===== config.mk =====
export PLATFORM = sky130hd
export DESIGN_NAME = hazard_stall_unit
export DESIGN_NICKNAME = d
export VERILOG_FILES = /design/src/rtl/hsu_pkg.sv /design/src/rtl/hsu_stage_cmp.sv /design/src/rtl/hsu_branch_eval.sv /design/src/rtl/hsu_policy.sv /design/src/rtl/hazard_stall_unit.sv
export SDC_FILE = /design/constraint.sdc
export NUM_CORES = 1
export LEC_CHECK = 0
export BUFFER_PORTS_ARGS = -buffer_cell sky130_fd_sc_hd__buf_4
export CORE_AREA = 4 4 41 43
export DETAILED_ROUTE_END_ITERATION = 10
export DIE_AREA = 0 0 45 47
export PLACE_DENSITY = 0.68
export SYNTH_ARGS = -nofsm -noshare
export SYNTH_HDL_FRONTEND = slang
export SYNTH_SLANG_ARGS = --single-unit

===== constraint.sdc =====
create_clock -name vclk -period 2.78
set_clock_uncertainty 0.05 [all_clocks]
set_input_delay 0.139 -clock vclk [all_inputs]
set_output_delay 0.139 -clock vclk [all_outputs]
set_load 0.02 [all_outputs]

===== src/rtl/hsu_pkg.sv =====
package hsu_pkg;
   localparam int unsigned NUM_SRC = 2;
   localparam int unsigned NUM_STG = 3;   // 0: execute, 1: memory, 2: writeback
   localparam int unsigned STG_EX  = 0;

   typedef enum logic [1:0] {
      BRK_NONE = 2'b00,
      BRK_IFZ  = 2'b01,
      BRK_IFNZ = 2'b10,
      BRK_RSVD = 2'b11
   } br_kind_e;
endpackage


===== src/rtl/hsu_stage_cmp.sv =====
module hsu_stage_cmp #(
   parameter int unsigned REG_AW = 5
) (
   input  logic [REG_AW-1:0] src,
   input  logic              src_rd,
   input  logic [REG_AW-1:0] dst,
   input  logic              dst_wr,
   output logic              hit
);
   localparam logic [REG_AW-1:0] ZERO_REG = '0;

   logic dst_live;
   assign dst_live = dst_wr && (dst != ZERO_REG);
   assign hit      = src_rd && dst_live && (src == dst);
endmodule


===== src/rtl/hsu_branch_eval.sv =====
module hsu_branch_eval
   import hsu_pkg::*;
(
   input  logic [1:0] kind,
   input  logic       zero,
   output logic       taken
);
   br_kind_e k;
   assign k = br_kind_e'(kind);

   always_comb begin
      unique case (k)
         BRK_IFZ:  taken = zero;
         BRK_IFNZ: taken = !zero;
         default:  taken = 1'b0;
      endcase
   end
endmodule


===== src/rtl/hsu_policy.sv =====
module hsu_policy #(
   parameter int unsigned BYPASS_EN = 0,
   parameter int unsigned NUM_SRC   = 2,
   parameter int unsigned NUM_STG   = 3,
   parameter int unsigned STG_EX    = 0
) (
   input  logic [NUM_SRC*NUM_STG-1:0] hit,
   input  logic                       ex_load,
   input  logic                       kill,
   output logic                       stall
);
   logic need;

   generate
      if (BYPASS_EN != 0) begin : g_bypassed
         logic [NUM_SRC-1:0] ex_hit;
         for (genvar s = 0; s < NUM_SRC; s++) begin : g_src
            assign ex_hit[s] = hit[s*NUM_STG + STG_EX];
         end
         assign need = ex_load && (|ex_hit);
      end else begin : g_interlocked
         assign need = |hit;
      end
   endgenerate

   assign stall = need && !kill;
endmodule


===== src/rtl/hazard_stall_unit.sv =====
module hazard_stall_unit
   import hsu_pkg::*;
#(
   parameter int unsigned REG_AW    = 5,
   parameter int unsigned BYPASS_EN = 0
) (
   input  logic [REG_AW-1:0] de_src1,
   input  logic              de_src1_rd,
   input  logic [REG_AW-1:0] de_src2,
   input  logic              de_src2_rd,
   input  logic [REG_AW-1:0] ex_dst,
   input  logic              ex_wr,
   input  logic              ex_load,
   input  logic [1:0]        ex_br_kind,
   input  logic              ex_zero,
   input  logic [REG_AW-1:0] mem_dst,
   input  logic              mem_wr,
   input  logic [REG_AW-1:0] wb_dst,
   input  logic              wb_wr,
   output logic              stall,
   output logic              ex_nop
);
   localparam int unsigned NHIT = NUM_SRC * NUM_STG;

   if (REG_AW < 1 || REG_AW > 8) begin : g_bad_aw
      $error("hazard_stall_unit: REG_AW must lie in 1..8");
   end
   if (BYPASS_EN > 1) begin : g_bad_mode
      $error("hazard_stall_unit: BYPASS_EN must be 0 or 1");
   end

   logic [REG_AW-1:0] src_idx [NUM_SRC];
   logic              src_rd  [NUM_SRC];
   logic [REG_AW-1:0] stg_dst [NUM_STG];
   logic              stg_wr  [NUM_STG];

   assign src_idx[0] = de_src1;
   assign src_rd[0]  = de_src1_rd;
   assign src_idx[1] = de_src2;
   assign src_rd[1]  = de_src2_rd;

   assign stg_dst[0] = ex_dst;
   assign stg_wr[0]  = ex_wr;
   assign stg_dst[1] = mem_dst;
   assign stg_wr[1]  = mem_wr;
   assign stg_dst[2] = wb_dst;
   assign stg_wr[2]  = wb_wr;

   logic [NHIT-1:0] raw_hit;
   logic            br_taken;
   logic            stall_int;

   for (genvar s = 0; s < NUM_SRC; s++) begin : g_src
      for (genvar g = 0; g < NUM_STG; g++) begin : g_stg
         hsu_stage_cmp #(.REG_AW(REG_AW)) u_cmp (
            .src    (src_idx[s]),
            .src_rd (src_rd[s]),
            .dst    (stg_dst[g]),
            .dst_wr (stg_wr[g]),
            .hit    (raw_hit[s*NUM_STG + g])
         );
      end
   end

   hsu_branch_eval u_br (
      .kind  (ex_br_kind),
      .zero  (ex_zero),
      .taken (br_taken)
   );

   hsu_policy #(
      .BYPASS_EN (BYPASS_EN),
      .NUM_SRC   (NUM_SRC),
      .NUM_STG   (NUM_STG),
      .STG_EX    (STG_EX)
   ) u_pol (
      .hit     (raw_hit),
      .ex_load (ex_load),
      .kill    (br_taken),
      .stall   (stall_int)
   );

   assign stall  = stall_int;
   assign ex_nop = stall_int || br_taken;
endmodule


-- After elaboration in Yosys (flattened, before gate mapping)
Index checks and enable logic that the tools add are counted.
- output and inout port bits: 2
- memories kept: 0
- RAM bits: 0
- register bits after elaboration: 0
- memory bits (read-only): 0
- latch bits: 0
- logic and storage cells: 32
- reduce and logical (&&, ||, !) cells: 23
- div/mod/pow operators: 0
- bitwise gates (word level): 0
- shift-type cells: 0
- $add $sub $neg: 0
- $mul: 0
- magnitude comparators: 0
- mux-type cells: 1
- equality and inequality tests: 8
- operators with widths (cell ; number):
    $eq 5x5->1 ; 6
    $logic_and 1x1->1 ; 16
    $reduce_bool 5->1 ; 3
    $reduce_or 6->1 ; 1
    $eq 2x1->1 const B ; 1
    $eq 2x2->1 const B ; 1
    $logic_not 1->1 ; 2
    $pmux 1 s2 ; 1
    $logic_or 1x1->1 ; 1

-- Depth between registers and ports, before layout
Gate-level depths: netlist of the first run.
- depth after elaboration: 7
- gate-level depth with buffers: 5
- depth with buffers taken out: 5

-- By module
Synthesis of the first run repeated with hierarchy kept, for this count alone.
- cell total of the unflattened synthesis: 67
- area, all modules: 501.7 µm²
- by module, submodules not included (module ; area each (µm²) ; sequential area each (µm²) ; instances ; cells an instance):
    hsu_stage_cmp ; 76.3 ; 0.0 ; 6 ; 10
    hsu_branch_eval ; 22.5 ; 0.0 ; 1 ; 3
    hsu_policy ; 15.0 ; 0.0 ; 1 ; 3
    hazard_stall_unit ; 6.3 ; 0.0 ; 1 ; 1

-- Worst setup path before layout of the first run
No wires, ideal clock.
- path kind: in2out
- from: input mem_dst[1]
- to: output stall
- stages: 5
- arrival time: 1.226 ns
- required time: 2.591 ns
- path buffers: 0
- path slack: 1.365 ns
- cells stage by stage: xor2_1 > nor4_1 > and3_1 > o221ai_2 > a31oi_1
- cells in the longest elaborated chain, start to end: 6
- RTL lines (item ; RTL line ; RTL):
    from (decl) ; hazard_stall_unit.sv:16 ; input logic [REG_AW-1:0] mem_dst,
    $reduce_bool 5->1 ; hsu_stage_cmp.sv:13 ; assign dst_live = dst_wr && (dst != ZERO_REG);
    $logic_and 1x1->1 ; hsu_stage_cmp.sv:13 ;
    $logic_and 1x1->1 (2 in series) ; hsu_stage_cmp.sv:14 ; assign hit = src_rd && dst_live && (src == dst);
    $reduce_or 6->1 (*) ; hsu_policy.sv:22 ; assign need = |hit;
    $logic_and 1x1->1 (*) ; hsu_policy.sv:26 ; assign stall = need && !kill;
    to (decl) ; hazard_stall_unit.sv:20 ; output logic stall,
Mark *: on every way between the ends. The rest lies on a longest branch, timed or not.

-- Worst setup path in the final report of the first run
- from: input de_src2[2]
- to: output stall
- cells in the longest elaborated chain, start to end: 4
- RTL lines (item ; RTL line ; RTL):
    from (decl) ; hazard_stall_unit.sv:9 ; input logic [REG_AW-1:0] de_src2,
    $eq 5x5->1 ; hsu_stage_cmp.sv:14 ;
    $logic_and 1x1->1 ; hsu_stage_cmp.sv:14 ;
    $reduce_or 6->1 (*) ; hsu_policy.sv:22 ;
    $logic_and 1x1->1 (*) ; hsu_policy.sv:26 ;
Marks and branches as above.

==> impl_metrics.json, run 1 <==
{
  "fp.coreArea_um2": 1301,
  "setup.worst_path.class": "in2out",
  "worstPathRequired_ns": 2.59,
  "grt_first_pass_wirelength_um": 2159,
  "p_leak_nw": 0.3414,
  "p_per_area_nw_per_um2": 144.6,
  "hpwl_um": 1311,
  "cts_setup_buffers": 0,
  "drv_cap": 0,
  "hold_buffers": 0,
  "hold_class": "in2out",
  "antennaDiodeCount": 0,
  "die_x_um": 45,
  "crit_path_end_kind": "output port",
  "start_util": 0.3308,
  "hold_violations": 0,
  "viasPerCell": 5.135,
  "ir_drop_uv": 74.26,
  "seq_area_um2": 0,
  "postSynthCellCount": 54,
  "final_cell_mix": "buf_4, xor2_1, nor4_1, xnor2_1, and3_1",
  "rows": 13,
  "overflow": 0,
  "drive_above_1_share": 0.4157,
  "cp_max_fo": 3,
  "nClkBuffers": 0,
  "placed_cells": 104,
  "pwr-share-comb": 1.000,
  "holdWs_ns": 0.6292,
  "fp.dieH_um": 47,
  "yosysUniqueCellTypes": 12,
  "finalSetupViolCount": 0,
  "synth_area_per_cell_um2": 7.971,
  "numPortBuffers": 35,
  "rsz0062_at_grt": "false",
  "dp_worst_setup_slack_ns": 1.186,
  "final_common_cell": "buf_4",
  "fin_cells": 104,
  "power_frac_seq": 0,
  "ioPinCount": 36,
  "maxSlewHeadroom": 0.8142,
  "ctsResizeCount": 0,
  "final_antenna_net_count": 0,
  "pwr-share-clk": 0,
  "totalWireLength_um": 1397,
  "period_share": 0.5676,
  "first_pass_iters": 3,
  "outcome": "finished, final reports clean",
  "yosys_warnings": 0,
  "n_sequential_cell": 0,
  "switching_share": 0.4352,
  "fin_nets": 125,
  "ys_seq_area_frac": 0,
  "avgRoutedWirePerCell_um": 13.43,
  "grt_max_degree": 4,
  "worst_pin_slew_ns": 0.2762,
  "internal-power_w": 0.00005815,
  "grt_pass1_vias": 523,
  "antenna_found_initial": 0,
  "track_usage": 0.1353,
  "utilization": 0.5471,
  "critPathLaunchType": "input pin",
  "synth_fp_nets": 88,
  "design.die.area_um2": 2115,
  "dr_total_vias": 534,
  "max_freq_mhz": 633.8,
  "tns_ns": 0,
  "p_sw_w": 0.00004481,
  "critPathArrivalTime_ns": 1.39,
  "syn_area_um2": 430.4,
  "syn_to_final_growth_pct": 65.41,
  "post-route-drc-count": 0,
  "drt-initial-drc-count": 4,
  "fin_ws_ns": 1.202,
  "drv_slew": 0,
  "min_period_ns": 1.578,
  "gp_congestion": 0.8271
}
==> final timing paths <==
path                        from  endpoint  slack, ns  depth (start not counted)
worst max-delay path  de_src2[2]     stall       1.20                          7
worst min-delay path       ex_wr     stall       0.63                          4
==> logic make-up (layout without fill, tap and decap cells) <==
family          Yosys count  count (layout)  share of synthesized area
xor+xnor                 30              30                     0.6105
simple gates             19              19                     0.2733
compound gates            5               5                     0.1163
buf+inv                   0              35                          0
==> power by group through the flow <==
| stage | registers [W] | logic [W] | clock network, W |
|---|---|---|---|
| 2_1_floorplan | 0 | 0.0000403 | 0 |
| 3_5_place_dp | 0 | 0.000104 | 0 |
| 3_3_place_gp | 0 | 0.000102 | 0 |
| 4_1_cts | 0 | 0.000104 | 0 |
| 5_1_grt | 0 | 0.000113 | 0 |
| 6_report | 0 | 0.000103 | 0 |
==> synth_stat cells <==
library cell  count  area (um^2)
xnor2_1           6        52.55
o221ai_1          1        8.760
nor2_1            1        3.750
and3_1            6        37.54
xor2_1           24        210.2
nand2_1           2        7.510
nand4b_1          1        8.760
nor4_1            6        37.54
or4_1             3        22.52
o221ai_2          2        30.03
o21ai_0           1        5.000
a31oi_1           1        6.260
==> metal layers <==
metal	part of all wire	global-route usage	wire length (um)
met5	0	0	0
met4	0	0	0
met3	0.10	0.007663	141
met2	0.49	0.2740	686
met1	0.41	0.1640	569
==> layout make-up <==
type / instances / area, um^2
timing repair buffer: 35 / 262.8
tap: 15 / 18.77
fill: 137 / 589.3
multi-input combinational: 54 / 430.4
==> through the flow <==
step                      cell area [um^2]    power, W
after floorplan                      430.4  0.00004032
after global placement               711.9   0.0001018
after detailed placement             711.9   0.0001038
after CTS                            711.9   0.0001041
after global routing                 711.9   0.0001127
final                                711.9   0.0001030
==> critical path, stage by stage <==
cell	delay, ns
buf_4	0.14
xor2_1	0.14
nor4_1	0.31
and3_1	0.21
o221ai_1	0.14
a31oi_1	0.15
buf_4	0.16
Note: power is estimated with default switching activity, not from simulation.
==> inputs of run 2 (changes only) <==
Settings changed: PLACE_DENSITY 0.68 to 0.71.
Clock period 2.78 ns to 1.4 ns, I/O delays scaled along.
==> run 2 against run 1 <==
The flow now finishes with violations (negative setup slack). Global-route usage rose by 0.71 points. Via count rose by 2.8%. Wire length rose by 1.1%. Critical endpoint unchanged. Worst hold slack got worse by 0.16 ns. Critical path type unchanged. Critical path depth did not move. First-iteration DRC count fell by 75%.
==> impl_metrics.json, run 2 (same netlist as run 1, synthesis figures left out) <==
{
  "fp.dieH_um": 47,
  "holdWs_ns": 0.4738,
  "drv_slew": 0,
  "overflow": 0,
  "grt_first_pass_wirelength_um": 2283,
  "cp_max_fo": 3,
  "critPathArrivalTime_ns": 1.29,
  "totalWireLength_um": 1413,
  "viasPerCell": 5.131,
  "rows": 13,
  "cts_setup_buffers": 0,
  "period_share": 1.004,
  "grt_max_degree": 4,
  "final_area_um2": 775.7,
  "worst_pin_slew_ns": 0.2503,
  "ioPinCount": 36,
  "track_usage": 0.1424,
  "dp_worst_setup_slack_ns": -0.04988,
  "first_pass_iters": 4,
  "final_cell_mix": "buf_4, xor2_1, xnor2_1, and3_1, buf_6",
  "start_util": 0.3308,
  "final_common_cell": "buf_4",
  "ir_drop_uv": 158.4,
  "n_sequential_cell": 0,
  "fill_cells": 129,
  "nClkBuffers": 0,
  "syn_to_final_growth_pct": 80.23,
  "finalSetupViolCount": 1,
  "worstPathRequired_ns": 1.28,
  "rsz0062_at_grt": "true",
  "violations": "negative setup slack",
  "fp.coreArea_um2": 1301,
  "final_antenna_net_count": 0,
  "design.die.area_um2": 2115,
  "setup.worst_path.class": "in2out",
  "antenna_found_initial": 0,
  "drv_cap": 0,
  "p_leak_nw": 0.3650,
  "tns_ns": -0.005502,
  "dpl_cell_area_um2": 734.5,
  "fin_ws_ns": -0.005502,
  "dr_total_vias": 549,
  "max_freq_mhz": 711.5,
  "seq_area_um2": 0,
  "drive_above_1_share": 0.4783,
  "crit_path_end_kind": "output port",
  "hold_class": "in2out",
  "critPathLaunchType": "input pin",
  "avgRoutedWirePerCell_um": 13.21,
  "min_period_ns": 1.406,
  "multi_input_area_um2": 452.9,
  "antennaDiodeCount": 0,
  "maxSlewHeadroom": 0.8316,
  "power.total_w": 0.0002237,
  "post-route-drc-count": 0,
  "gp_congestion": 0.7899,
  "numPortBuffers": 35,
  "fin_nets": 128,
  "outcome": "complete, but fails checks",
  "hold_buffers": 0,
  "hold_violations": 0,
  "drt-initial-drc-count": 1,
  "grt_pass1_vias": 563,
  "p_per_area_nw_per_um2": 288.3,
  "die_x_um": 45
}
run 2: cell types whose count changed in the layout (fill, tap and decap cells not counted), sizes merged:
cell / before / now
buf: 35 / 38
run 2: worst paths after layout:
kind                  slack [ns]     end       from  depth (start not counted)
worst max-delay path      -0.006   stall  ex_dst[0]                          7
worst min-delay path        0.47  ex_nop      wb_wr                          4
run 2: layout make-up:
type / instances / area share
tap: 15 / 0.02419
multi-input combinational: 54 / 0.5839
timing repair buffer: 38 / 0.3919
run 2: per-stage QoR:
step,util,instances
global placement,0.5644,107
detailed placement,0.5644,107
global route,0.5962,107
CTS,0.5721,107
finish,0.5962,107
floorplan,-,54
run 2: where the power goes:
part | internal [W] | leakage (nW) | switching (W)
Combinational | 0.000128 | 0.365 | 0.0000959
Clock | 0 | 0 | 0
Sequential | 0 | 0 | 0
Total | 0.000128 | 0.365 | 0.0000959
run 2: critical path, stage by stage:
cell and delay (ns):
buf_4 0.12, xor2_1 0.15, nor4_1 0.28, and3_1 0.22, o221ai_2 0.11, a31oi_1 0.17
buf_4 0.16
run 2: repair_timing:
item                       in CTS  in global routing
pin swaps                       6                  5
gates resized for setup         2                  7
setup endpoints to repair       1                  2
run 2: routing by layer:
layer,global-route usage,share of wire
met1,0.1573,0.38
met3,0.01149,0.096
met2,0.2910,0.52
met4,0.02924,0.0057
met5,0,0
==> inputs of run 3 (changes only) <==
Clock period 1.4 ns to 1.25 ns, I/O delays scaled along.
==> run 3 against run 2 <==
The run still ends with negative setup slack left. Combinational power is 25% higher. Wire length is 8.6% higher. Core utilization is 6.8 points higher. Largest cell class unchanged. Sequential share of layout area stayed put.
==> impl_metrics.json, run 3 (same netlist as run 1, synthesis figures left out) <==
{
  "violations": "negative setup slack",
  "numPortBuffers": 35,
  "post-route-drc-count": 0,
  "period_share": 1.151,
  "seq_area_um2": 0,
  "outcome": "complete, but fails checks",
  "ioPinCount": 36,
  "ir_drop_uv": 176.9,
  "min_from": "mem_wr",
  "finalSetupViolCount": 2,
  "first_pass_iters": 3,
  "totalWireLength_um": 1535,
  "pwr-share-comb": 1.000,
  "utilization": 0.6644,
  "p_per_area_nw_per_um2": 325.4,
  "dp_worst_setup_slack_ns": -0.2468,
  "drv_cap": 0,
  "fp.coreArea_um2": 1301,
  "start_util": 0.3308,
  "hold_buffers": 0,
  "fp.dieH_um": 47,
  "worstPathRequired_ns": 1.14,
  "rows": 13,
  "crit_start": "de_src1[2]",
  "drv_slew": 0,
  "setup.worst_path.class": "in2out",
  "p_leak_nw": 0.4023,
  "grt_max_degree": 4,
  "critPathLaunchType": "input pin",
  "worst_pin_slew_ns": 0.2745,
  "design.die.area_um2": 2115,
  "overflow": 0,
  "syn_to_final_growth_pct": 100.9,
  "fin_nets": 133,
  "grt_first_pass_wirelength_um": 2580,
  "power_frac_seq": 0,
  "final_common_cell": "buf_4",
  "internal-power_w": 0.0001634,
  "hold_violations": 0,
  "antenna_found_initial": 0,
  "die_x_um": 45,
  "nClkBuffers": 0,
  "hold_end": "stall",
  "track_usage": 0.1574,
  "grt_pass1_vias": 621,
  "drt-initial-drc-count": 2,
  "final_antenna_net_count": 0,
  "max_freq_mhz": 694.9,
  "n_sequential_cell": 0,
  "rsz0062_at_grt": "true",
  "gp_congestion": 0.8162,
  "dr_total_vias": 577,
  "critPathArrivalTime_ns": 1.33,
  "drive_above_1_share": 0.5361,
  "p_sw_w": 0.0001179,
  "hold_class": "in2out",
  "final_cell_mix": "buf_4, xor2_1, buf_6, xnor2_1, and3_1",
  "antennaDiodeCount": 0,
  "avgRoutedWirePerCell_um": 13.71,
  "viasPerCell": 5.152,
  "pwr-share-clk": 0,
  "cp_max_fo": 3,
  "holdPathStages": 4,
  "fin_ws_ns": -0.1891,
  "maxSlewHeadroom": 0.8150,
  "crit_path_end_kind": "output port",
  "switching_share": 0.4192,
  "min_period_ns": 1.439
}
## run 3: cell types whose count changed in the layout (fill, tap and decap cells not counted)
cell	change
buf_6	+2
buf_8	+2
xor2_1	-1
o221ai_4	+1
or4_1	-1
xor2_2	+1
o221ai_2	-1
buf_4	+1
or4_4	+1
a31oi_1	-1
a31oi_2	+1
## run 3: layer usage
metal | track usage | wire (um)
met1 | 0.2000 | 609
met2 | 0.2994 | 798
met3 | 0.01149 | 127
met4 | 0.01170 | 0
met5 | 0 | 0
## run 3: worst max-delay path by stage
stage / to / slack (ns) / cells past startpoint
after floorplan: ex_nop / 0.06 / 3
final: stall / -0.19 / 7
after CTS: stall / -0.18 / 7
after global placement: stall / -0.16 / 7
after global routing: stall / -0.27 / 7
after detailed placement: stall / -0.25 / 7
## run 3: stage by stage
stage               std cells  hold WS, ns  total power, W  TNS (ns)  area, um^2
floorplan                  54       0.2793      0.00009087         0       436.7
global placement          111       0.4927       0.0002447   -0.3063       770.7
detailed placement        111       0.4918       0.0002509   -0.4431       770.7
CTS                       111       0.4837       0.0002661   -0.2755       822.0
global route              112       0.5023       0.0003041   -0.4281       864.6
finish                    112       0.4806       0.0002813   -0.3004       864.6
## run 3: power by group through the flow
stage | combinational (W) | sequential (W) | clock, W
floorplan | 0.0000909 | 0 | 0
global placement | 0.000245 | 0 | 0
detailed placement | 0.000251 | 0 | 0
CTS | 0.000266 | 0 | 0
global route | 0.000304 | 0 | 0
finish | 0.000281 | 0 | 0
## run 3: final cells by class
| cell class | instances | area, um^2 |
|---|---|---|
| multi-input cells | 54 | 481.7 |
| well taps | 15 | 18.77 |
| repair buffers | 43 | 364.1 |
| fillers | 113 | 436.7 |
## run 3: worst max-delay path: stages
cell,delay (ns)
buf_4,0.13
xor2_1,0.16
nor4_1,0.30
and3_1,0.23
o221ai_2,0.13
a31oi_2,0.17
buf_4,0.16
## run 3: repair_timing
action | CTS | global route
setup endpoints to repair | 2 | 2
buffers inserted | 0 | 1
gates resized for setup | 11 | 7
pin swaps | 13 | 6
